==> config.mk <==
export PLATFORM = sky130hd
export DESIGN_NAME = microstep_sequencer
export DESIGN_NICKNAME = d
export VERILOG_FILES = /design/src/rtl/mstep_pkg.sv /design/src/rtl/mstep_index.sv /design/src/rtl/mstep_phase.sv /design/src/rtl/mstep_torque.sv /design/src/rtl/microstep_sequencer.sv
export SDC_FILE = /design/constraint.sdc
export NUM_CORES = 1
export LEC_CHECK = 0
export BUFFER_PORTS_ARGS = -buffer_cell sky130_fd_sc_hd__buf_2
export CAP_MARGIN = 20
export CORE_MARGIN = 5
export CORE_UTILIZATION = 65
export DETAILED_ROUTE_END_ITERATION = 10
export PLACE_DENSITY_LB_ADDON = 0.2
export SETUP_SLACK_MARGIN = 0.3
export SYNTH_ARGS = -nofsm -noshare
export SYNTH_HDL_FRONTEND = slang
export SYNTH_HIERARCHICAL = 1
export SYNTH_SLANG_ARGS = --single-unit
==> constraint.sdc <==
create_clock -name clk -period 16.13 [get_ports clk]
set_input_delay 1.613 -clock clk [delete_from_list [all_inputs] [get_ports clk]]
set_output_delay 1.613 -clock clk [all_outputs]
set_load 0.02 [all_outputs]
==> src/rtl/mstep_pkg.sv <==
// Package: shared widths, mode encoding and magnitude tables for the
// microstep sequencer. Assumes 64 index positions per electrical cycle
// and magnitudes expressed in whole percent (0..100).
package mstep_pkg;

    localparam int IDX_W   = 6;                 // index width
    localparam int POS_N   = 2 ** IDX_W;        // positions per cycle
    localparam int QUARTER = POS_N / 4;         // positions per quadrant
    localparam int R_W     = IDX_W - 2;         // in-quadrant offset width
    localparam int Q_W     = R_W + 1;           // folded quadrant position 0..QUARTER
    localparam int MAG_W   = 7;                 // magnitude width, 0..100
    localparam int PROD_W  = 2 * MAG_W;         // scaled product width
    localparam int FULL_PCT = 100;

    typedef enum logic [1:0] {
        MODE_FULL      = 2'b00,
        MODE_HALF      = 2'b01,
        MODE_SIXTEENTH = 2'b10,
        MODE_EIGHTH    = 2'b11
    } mode_e;

    // Home index: full step sits at -45 degrees so both windings are on.
    function automatic logic [IDX_W-1:0] home_idx(mode_e m);
        return (m == MODE_FULL) ? IDX_W'(POS_N - QUARTER / 2) : '0;
    endfunction

    // Index stride per step edge for each resolution.
    function automatic logic [IDX_W-1:0] step_stride(mode_e m);
        case (m)
            MODE_FULL:      return IDX_W'(QUARTER);
            MODE_HALF:      return IDX_W'(QUARTER / 2);
            MODE_EIGHTH:    return IDX_W'(2);
            default:        return IDX_W'(1);
        endcase
    endfunction

    // Sixteenth-step cosine table over one quadrant, q = 0..16.
    function automatic logic [MAG_W-1:0] fine_mag(logic [Q_W-1:0] q);
        case (q)
            5'd0, 5'd1: return 7'd100;
            5'd2:  return 7'd98;
            5'd3:  return 7'd96;
            5'd4:  return 7'd92;
            5'd5:  return 7'd88;
            5'd6:  return 7'd83;
            5'd7:  return 7'd77;
            5'd8:  return 7'd71;
            5'd9:  return 7'd63;
            5'd10: return 7'd56;
            5'd11: return 7'd47;
            5'd12: return 7'd38;
            5'd13: return 7'd29;
            5'd14: return 7'd20;
            5'd15: return 7'd10;
            default: return 7'd0;
        endcase
    endfunction

    // Eighth-step table, indexed by half the folded position (0..8).
    function automatic logic [MAG_W-1:0] coarse_mag(logic [Q_W-2:0] h);
        case (h)
            4'd0: return 7'd100;
            4'd1: return 7'd98;
            4'd2: return 7'd92;
            4'd3: return 7'd83;
            4'd4: return 7'd71;
            4'd5: return 7'd56;
            4'd6: return 7'd38;
            4'd7: return 7'd20;
            default: return 7'd0;
        endcase
    endfunction

    // Torque code to percentage.
    function automatic logic [MAG_W-1:0] torque_pct(logic [1:0] code);
        case (code)
            2'b00:   return 7'd100;
            2'b01:   return 7'd75;
            2'b10:   return 7'd50;
            default: return 7'd20;
        endcase
    endfunction

    // Floor of magnitude times percentage over 100.
    function automatic logic [MAG_W-1:0] apply_pct(logic [MAG_W-1:0] mag,
                                                   logic [MAG_W-1:0] pct);
        logic [PROD_W-1:0] prod;
        prod = PROD_W'(mag) * PROD_W'(pct);
        return MAG_W'(prod / PROD_W'(FULL_PCT));
    endfunction

endpackage

==> src/rtl/mstep_index.sv <==
// Position index: detects step rising edges on the system clock and moves a
// 64-position index by the mode's stride in the chosen direction.
// Assumes step_i is already synchronous to clk. Reset is synchronous and
// active low and also serves as the functional home command.
module mstep_index
    import mstep_pkg::*;
(
    input  logic             clk,
    input  logic             rst_n,
    input  logic             step_i,
    input  logic             dir_i,
    input  mode_e            mode_i,
    output logic [IDX_W-1:0] idx_o,
    output logic             at_home_o
);

    logic             step_q;
    logic             step_rise;
    logic [IDX_W-1:0] idx_q;

    // Track the step line so only a low-to-high change counts; tracking
    // continues in reset so a line held high is not seen as a new edge.
    always_ff @(posedge clk) begin
        step_q <= step_i;
    end

    assign step_rise = step_i & ~step_q;

    // Move the index on each step edge; reset parks it at the mode's home.
    always_ff @(posedge clk) begin
        if (!rst_n) begin
            idx_q <= home_idx(mode_i);
        end else if (step_rise) begin
            idx_q <= dir_i ? (idx_q - step_stride(mode_i))
                           : (idx_q + step_stride(mode_i));
        end
    end

    assign idx_o     = idx_q;
    assign at_home_o = (idx_q == home_idx(mode_i));

    AST_RELEASE_AT_HOME: assert property (@(posedge clk) disable iff (!rst_n)
        $past(!rst_n) |-> idx_q == home_idx(mode_e'($past(mode_i))));

    AST_IDLE_HOLD: assert property (@(posedge clk) disable iff (!rst_n)
        ($past(rst_n) && !$past(step_rise)) |-> $stable(idx_q));

    AST_EDGE_MOVES: assert property (@(posedge clk) disable iff (!rst_n)
        ($past(rst_n) && $past(step_rise)) |-> !$stable(idx_q));

endmodule

==> src/rtl/mstep_phase.sv <==
// Phase lookup: turns an electrical angle index into a cosine-shaped signed
// magnitude for the selected resolution. Folds the angle into one quadrant
// so only quarter-period tables are stored. Assumes the caller offsets the
// angle for the lagging phase.
module mstep_phase
    import mstep_pkg::*;
(
    input  logic [IDX_W-1:0] angle_i,
    input  mode_e            mode_i,
    output logic [MAG_W-1:0] mag_o,
    output logic             neg_o
);

    logic [1:0]       quad;
    logic [R_W-1:0]   offs;
    logic [Q_W-1:0]   fold;
    logic [MAG_W-1:0] mag;

    assign quad = angle_i[IDX_W-1 -: 2];
    assign offs = angle_i[R_W-1:0];

    // Mirror odd quadrants so the table is read from the zero-degree end.
    always_comb begin
        if (quad[0]) fold = Q_W'(QUARTER) - Q_W'(offs);
        else         fold = Q_W'(offs);
    end

    // Pick the table for the active resolution.
    always_comb begin
        case (mode_i)
            MODE_FULL:      mag = MAG_W'(FULL_PCT);
            MODE_SIXTEENTH: mag = fine_mag(fold);
            default:        mag = coarse_mag(fold[Q_W-1:1]);
        endcase
    end

    assign mag_o = mag;
    // Cosine is negative in the second and third quadrants; zero stays positive.
    assign neg_o = (quad == 2'd1 || quad == 2'd2) && (mag != '0);

endmodule

==> src/rtl/mstep_torque.sv <==
// Torque stage: scales a phase magnitude by the torque code and silences it
// when the outputs are disabled. Assumes magnitudes of at most 100.
module mstep_torque
    import mstep_pkg::*;
(
    input  logic [MAG_W-1:0] mag_i,
    input  logic             neg_i,
    input  logic [1:0]       torque_i,
    input  logic             en_i,
    output logic [MAG_W-1:0] mag_o,
    output logic             neg_o
);

    logic [MAG_W-1:0] scaled;

    // Floor-scale by the selected percentage.
    always_comb begin
        scaled = apply_pct(mag_i, torque_pct(torque_i));
    end

    // Gate to zero when disabled; drop the sign when the result is zero.
    always_comb begin
        if (!en_i) begin
            mag_o = '0;
            neg_o = 1'b0;
        end else begin
            mag_o = scaled;
            neg_o = neg_i && (scaled != '0);
        end
    end

endmodule

==> src/rtl/microstep_sequencer.sv <==
// Microstep phase sequencer top: one shared position index feeds two phase
// lookups a quarter cycle apart (A cosine, B sine), each followed by torque
// scaling and enable gating. Assumes all inputs are synchronous to clk.
module microstep_sequencer
    import mstep_pkg::*;
(
    input  logic             clk,
    input  logic             rst_n,
    input  logic             step_i,
    input  logic             dir_i,
    input  logic [1:0]       mode_i,
    input  logic [1:0]       torque_i,
    input  logic             en_i,
    output logic             a_neg_o,
    output logic [MAG_W-1:0] a_mag_o,
    output logic             b_neg_o,
    output logic [MAG_W-1:0] b_mag_o,
    output logic             off_o,
    output logic             home_n_o
);

    localparam int PHASES = 2;

    mode_e                        mode;
    logic [IDX_W-1:0]             idx;
    logic                         at_home;
    logic [PHASES-1:0][MAG_W-1:0] out_mag;
    logic [PHASES-1:0]            out_neg;

    assign mode = mode_e'(mode_i);

    mstep_index u_index (
        .clk       (clk),
        .rst_n     (rst_n),
        .step_i    (step_i),
        .dir_i     (dir_i),
        .mode_i    (mode),
        .idx_o     (idx),
        .at_home_o (at_home)
    );

    // One lookup and torque stage per winding, each lagging by a quarter cycle.
    for (genvar ph = 0; ph < PHASES; ph++) begin : g_phase
        localparam logic [IDX_W-1:0] LAG = IDX_W'(ph * QUARTER);
        logic [IDX_W-1:0] angle;
        logic [MAG_W-1:0] raw_mag;
        logic             raw_neg;

        assign angle = idx - LAG;

        mstep_phase u_phase (
            .angle_i (angle),
            .mode_i  (mode),
            .mag_o   (raw_mag),
            .neg_o   (raw_neg)
        );

        mstep_torque u_torque (
            .mag_i    (raw_mag),
            .neg_i    (raw_neg),
            .torque_i (torque_i),
            .en_i     (en_i),
            .mag_o    (out_mag[ph]),
            .neg_o    (out_neg[ph])
        );
    end

    assign a_mag_o  = out_mag[0];
    assign a_neg_o  = out_neg[0];
    assign b_mag_o  = out_mag[1];
    assign b_neg_o  = out_neg[1];
    assign off_o    = ~en_i;
    assign home_n_o = ~at_home;

    AST_OFF_SILENT: assert property (@(posedge clk) disable iff (!rst_n)
        off_o |-> (a_mag_o == '0 && b_mag_o == '0 && !a_neg_o && !b_neg_o));

    AST_ZERO_UNSIGNED: assert property (@(posedge clk) disable iff (!rst_n)
        (a_mag_o == '0 |-> !a_neg_o) and (b_mag_o == '0 |-> !b_neg_o));

    AST_HOME_A_PEAK: assert property (@(posedge clk) disable iff (!rst_n)
        (!home_n_o && !off_o && torque_i == 2'b00) |-> (a_mag_o == 7'd100 && !a_neg_o));

    AST_MAG_LIMIT: assert property (@(posedge clk) disable iff (!rst_n)
        (a_mag_o <= 7'd100) && (b_mag_o <= 7'd100));

endmodule

After elaboration in Yosys (flattened, before gate mapping)
Memory sizes are Yosys's and may differ from the RTL's.
Index checks and enable logic that the tools add are counted.

cells by class
  add/subtract/negate cells = 5
  multiply operators = 2
  div/mod/pow operators = 2
  equality and inequality tests = 11
  multiplexer cells = 20
  bitwise logic cells = 4
  reductions and logical operators = 12

operator list
  operator                                                            count
  7-bit two-way mux                                                   6
  6-bit two-way mux                                                   6
  14-bit by 7-bit divider with 14-bit output, second input constant   2
  7-bit by 7-bit multiplier with 14-bit output                        2
  7-bit case mux with 2 select lines                                  2
  7-bit nonzero test                                                  4
  7-bit case mux with 3 select lines                                  1
  5-bit case mux with 3 select lines                                  1
  2-bit == test, second input constant                                5
  5-bit two-way mux                                                   2
  5-bit by 4-bit subtractor with 5-bit output, first input constant   2
  2-bit by 1-bit == test with 1-bit output, second input constant     4
  6-bit adder                                                         1
  6-bit == test                                                       1
  6-bit by 5-bit subtractor with 6-bit output, second input constant  1
  6-bit subtractor                                                    1
  1-bit logical AND                                                   4
  2-bit zero test                                                     2
  1-bit NOT                                                           3
  1-bit logical OR                                                    2
  1-bit two-way mux                                                   2
  2-bit by 1-bit != test with 1-bit output, second input constant     1
  1-bit AND                                                           1

word-level totals
  register bits = 7
  ROM bits = 336
  bits of input ports = 9
  output and inout port bits = 18
  word-level logic and storage cells = 62
  memories = 4

memory list
  name              depth  bits a word  read ports  clocked after Yosys merged registers in  write ports  RTL line         text
  (name not given)  16     7            1           0                                        0            mstep_pkg.sv:39  case (q)
  (name not given)  16     7            1           0                                        0            mstep_pkg.sv:39
  (name not given)  8      7            1           0                                        0            mstep_pkg.sv:61  case (h)
  (name not given)  8      7            1           0                                        0            mstep_pkg.sv:61

Longest topological paths before layout
An unclocked memory read counts as a cell.

  depth in word-level cells = 11
  gate-level depth with buffers = 45
  gate-level depth less buffers = 41

Hierarchy
The synthesis kept the hierarchy.

by module, submodules not included
  module                               instances  cells an instance  area each (µm²)  seq. area each (µm²)
  mstep_torque at g_phase[0].u_torque  1          472                3483.3           0.0
  mstep_torque at g_phase[1].u_torque  1          430                3323.2           0.0
  mstep_phase at g_phase[0].u_phase    1          105                713.2            0.0
  mstep_phase at g_phase[1].u_phase    1          89                 648.1            0.0
  mstep_index                          1          55                 543.0            200.2
  microstep_sequencer                  1          4                  20.0             0.0

Worst setup path before layout
OpenSTA, ideal clock, no wires.

  path kind = register -> output
  start = reg u_index.idx_q[1], in the netlist u_index/idx_o[1]
  end = out a_neg_o
  arrival = 10.941 ns
  data required time = 14.517 ns
  setup slack = 3.576 ns
  stages on the path, launching flop included = 44
  buffers on the path = 2
  cell sequence = edfxtp_1 > inv_1 > ha_1 > nand2_1 > nand2_2 > ha_1 > mux2i_1 > o21ai_0 > a211oi_1 > a31oi_1 > o21ai_0 > a21boi_0 > nand2_1 > fa_1 > fa_1 > inv_1 > fa_1 > inv_1 > [... 8 more ...] > nand2_1 > o32a_1 > and3_1 > a2111oi_0 > o21ai_1 > a211o_1 > mux2_4 > nor3_1 > o21ai_1 > mux2_4 > buf_2 > o211ai_1 > a221oi_1 > a22oi_4 > a32oi_1 > mux2i_1 > nor2_1 > o31ai_1

on the way
  longest elaborated chain between the ends = 10
  elaborated cells between the ends (all ways) = 14
  classes of those cells = 1 x add/sub; 1 x mul; 1 x div; 5 x mux; 4 x reduce/logical; 2 x memory

ends and longest elaborated chain
  element                                                                 RTL line                          text
  start, declared                                                         mstep_index.sv:19                 logic [IDX_W-1:0] idx_q;
  start signal, assigned                                                  mstep_index.sv:32                 idx_q <= home_idx(mode_i);
  start signal, assigned                                                  mstep_index.sv:34                 idx_q <= dir_i ? (idx_q - step_stride(mode_i))
  5-bit by 4-bit subtractor with 5-bit output                             mstep_phase.sv:24                 if (quad[0]) fold = Q_W'(QUARTER) - Q_W'(offs);
  5-bit two-way mux *                                                     mstep_phase.sv:24
  memory read 16 x 7 bit / memory read 8 x 7 bit (equally long branches)  --
  7-bit two-way mux (on tied branches)                                    mstep_pkg.sv:39, mstep_pkg.sv:61
  7-bit case mux with 2 select lines *                                    mstep_phase.sv:30                 case (mode_i)
  via g_phase[0].raw_mag[2]                                               microstep_sequencer.sv:46         logic [MAG_W-1:0] raw_mag;
  7-bit by 7-bit multiplier with 14-bit output                            mstep_pkg.sv:88                   prod = PROD_W'(mag) * PROD_W'(pct);
  14-bit by 7-bit divider with 14-bit output                              mstep_pkg.sv:89                   return MAG_W'(prod / PROD_W'(FULL_PCT));
  7-bit nonzero test                                                      mstep_torque.sv:28                neg_o = neg_i && (scaled != '0);
  1-bit logical AND *                                                     mstep_torque.sv:28
  1-bit two-way mux *                                                     mstep_torque.sv:23                if (!en_i) begin
  end, declared                                                           microstep_sequencer.sv:14         output logic a_neg_o,

The timed path passes the listed nets; every way through them passes the cells marked *.

Worst setup path in the final report
  start = reg u_index.idx_q[0], in the netlist u_index/idx_o[0]
  end = out a_neg_o

The elaborated chain is that of the path after synthesis.

==> metrics.cfg <==
[placed_design]
placed_area_sq_um = 8880
globalplace.congestion = 0.987
io_buffers = 26
dpl.hpwl_um = 16800

[cts]
post_cts_resized = 0
numCtsBuffers = 3
root_buffer = clkbuf_16
postCtsSetupBuffers = 0
path_clk_slew_ns = 0.03
clock_latency_ns = 0.23
h-tree-depth = 1
cts_tree = yes
cts.path.max_buffers = 2
ctsHoldBuffers = 0
cts_sinks = 7

[routing]
via_per_inst = 6.59
wl_per_cell_um = 16.0
drc = 0
dr_total_vias = 8732
totalWireLength_um = 21300
drt_iter0_drc = 797
first_pass_iters = 5
ant_nets = 0

[global_route]
grt_use_total = 0.258
overflow = 0
grt_pass1_vias = 8135
antenna_found_initial = 0
use_met2 = 0.464
top_usage_layer = met2
use_met3 = 0.0135
met1_usage = 0.347
grt_pass1_wl_um = 36600
grt_max_degree = 43

[floorplanning]
coreArea_sq_um = 13200
dieHeight_um = 126
dieArea_sq_um = 15800
fp.dieW_um = 126
pin_count = 27
start_util = 0.662
rows = 42

[final_layout]
final_cell_area_sq_um = 8960
area_growth_pct = 2.61
fillers = 1149
final_nets = 1297
antenna_cells = 0
layout-drive-gt1-share = 0.0974
postLayoutCoreUtil = 0.679
mostFrequentLayoutCell = inv_1
layout_common_cells = inv_1 (111), nand2_1 (90), ha_1 (88), a21oi_1 (72), nor2_1 (59)

[synthesis]
synthesis.instances = 1155
syn-num-nets = 1301
synth_edf_count = 6
synth_top_area_share = 0.126
synth_top_area_cell = ha_1
yosysWarnings = 6
synth.distinct_cells = 119
async_reset_ff_frac = 0
syn_area_sq_um = 8730
syn_area_per_cell_sq_um = 7.56
synth-seq-cells = 7
ys_top_cells_by_area = ha_1 (13%), fa_1 (11%), inv_1 (4.8%)
ys_seq_area_frac = 0.0229
synth_ff_type = edfxtp_1

[worst_setup_path]
critPathBufInv = 5
timing.rr.start = u_index/idx_o[0]$_SDFFCE_PN0P_
r2r_setup_slack_ns = 13.53
timing.rr.end = u_index/idx_o[4]$_DFFE_PP_
reg2regPathDepth = 7
max_stage_delay_ns = 0.79
path_class = flop to output port
cp.arrival_ns = 12.49
end_kind = output port
crit_family = compound AO/OA/AOI/OAI gates
crit_required_ns = 14.52
crit_fanout = 18
cp_slowest_cell = edfxtp_1
start_kind = flop

[timing]
final.setup.tns_ns = 0
fmax_mhz = 70.9
slew_headroom = 0.346
hold_viol = 0
period_minus_slack_ns = 14.10
setup_viol = 0
drv_slew = 0
worstMarginPinSlew_ns = 0.977
grt_setup_unrepaired = no
whs_ns = 0.821
clock_skew_ns = 0.000664
fin_crit_sh = 0.874

[flow_run]
cap_viol_max_count = 0

[worst_hold_path]
min_from = u_index/step_q$_DFF_P_
hold_depth = 1
min_to = u_index/idx_o[5]$_DFFE_PP_
hp-class = flop to flop

[status]
status = finished clean

-- area by class of cell --
type,instances,area (sq um),area share
Tap cell,176,220,0.0246
Multi-Input combinational cell,997,7880,0.880
Clock buffer,4,78.8,0.00880
Inverter,113,424,0.0473
Sequential cell,7,200,0.0223
Timing Repair Buffer,29,153,0.0170
-- cells by family (layout without fill, tap and decap cells) --
family,count (synthesis),after routing,share of synthesized area
and+or+nand+nor,410,410,0.254
AOI/OAI and AO/OA,388,388,0.337
buffers and inverters,151,146,0.0742
adders and majority gates,140,140,0.242
xor gates and xnor gates,43,43,0.0479
muxes,16,16,0.0215
DFF,7,7,0.0229
-- sequential cells by signal, summed over array words and instances (netlist names) --
name,flops
u_index/step_q,1
u_index/idx_o,6
-- layer usage --
| layer | up-vias | wire length [um] |
|---|---|---|
| li1 | 4273 | - |
| met1 | 4076 | 9570 |
| met2 | 340 | 10200 |
| met3 | 43 | 1080 |
| met4 | 0 | 398 |
| met5 | - | 0 |
-- cells in the mapped netlist, types with 14 or more instances --
cell type / count
a31oi_1: 15
and3_1: 14
nor2_1: 59
a211oi_1: 23
nand2_1: 90
a21oi_1: 72
xnor2_1: 23
fa_1: 49
ha_1: 88
buf_2: 14
nor3_1: 33
o211ai_1: 16
o21a_1: 14
nor2b_1: 35
inv_1: 111
clkbuf_1: 14
xor2_1: 16
and2_1: 55
a21o_1: 22
or3_1: 16
nand3_1: 30
o21ai_0: 52
-- worst register-to-register path, delay by kind of cell (launching register included) --
| family | cells | cell delay (ns) |
|---|---|---|
| flip-flops | 1 | 0.79 |
| AO/OA/AOI/OAI | 1 | 0.10 |
| buffers and inverters | 1 | 0.12 |
| AND/OR/NAND/NOR | 3 | 0.63 |
| adder cells (fa/ha/maj) | 2 | 0.68 |
-- worst max-delay path by stage --
stage | to | cells after the start | slack, ns | start
6_report | a_neg_o | 42 | 2.03 | u_index/idx_o[0]$_SDFFCE_PN0P_
5_1_grt | a_neg_o | 42 | 0.94 | u_index/idx_o[0]$_SDFFCE_PN0P_
3_5_place_dp | a_neg_o | 41 | 2.52 | u_index/idx_o[0]$_SDFFCE_PN0P_
4_1_cts | a_neg_o | 41 | 2.24 | u_index/idx_o[0]$_SDFFCE_PN0P_
2_1_floorplan | a_neg_o | 43 | 3.58 | u_index/idx_o[1]$_SDFFCE_PN0P_
3_3_place_gp | a_neg_o | 41 | 2.75 | u_index/idx_o[0]$_SDFFCE_PN0P_
-- per-stage QoR --
step,worst slack (ns),instances
floorplan,3.58,1155
global placement,2.75,1322
detailed placement,2.52,1322
CTS,2.24,1326
global route,0.937,1326
finish,2.03,1326
Power is not shown: default switching activity piles up to over one toggle a cycle in this logic, so the estimate is an artifact.
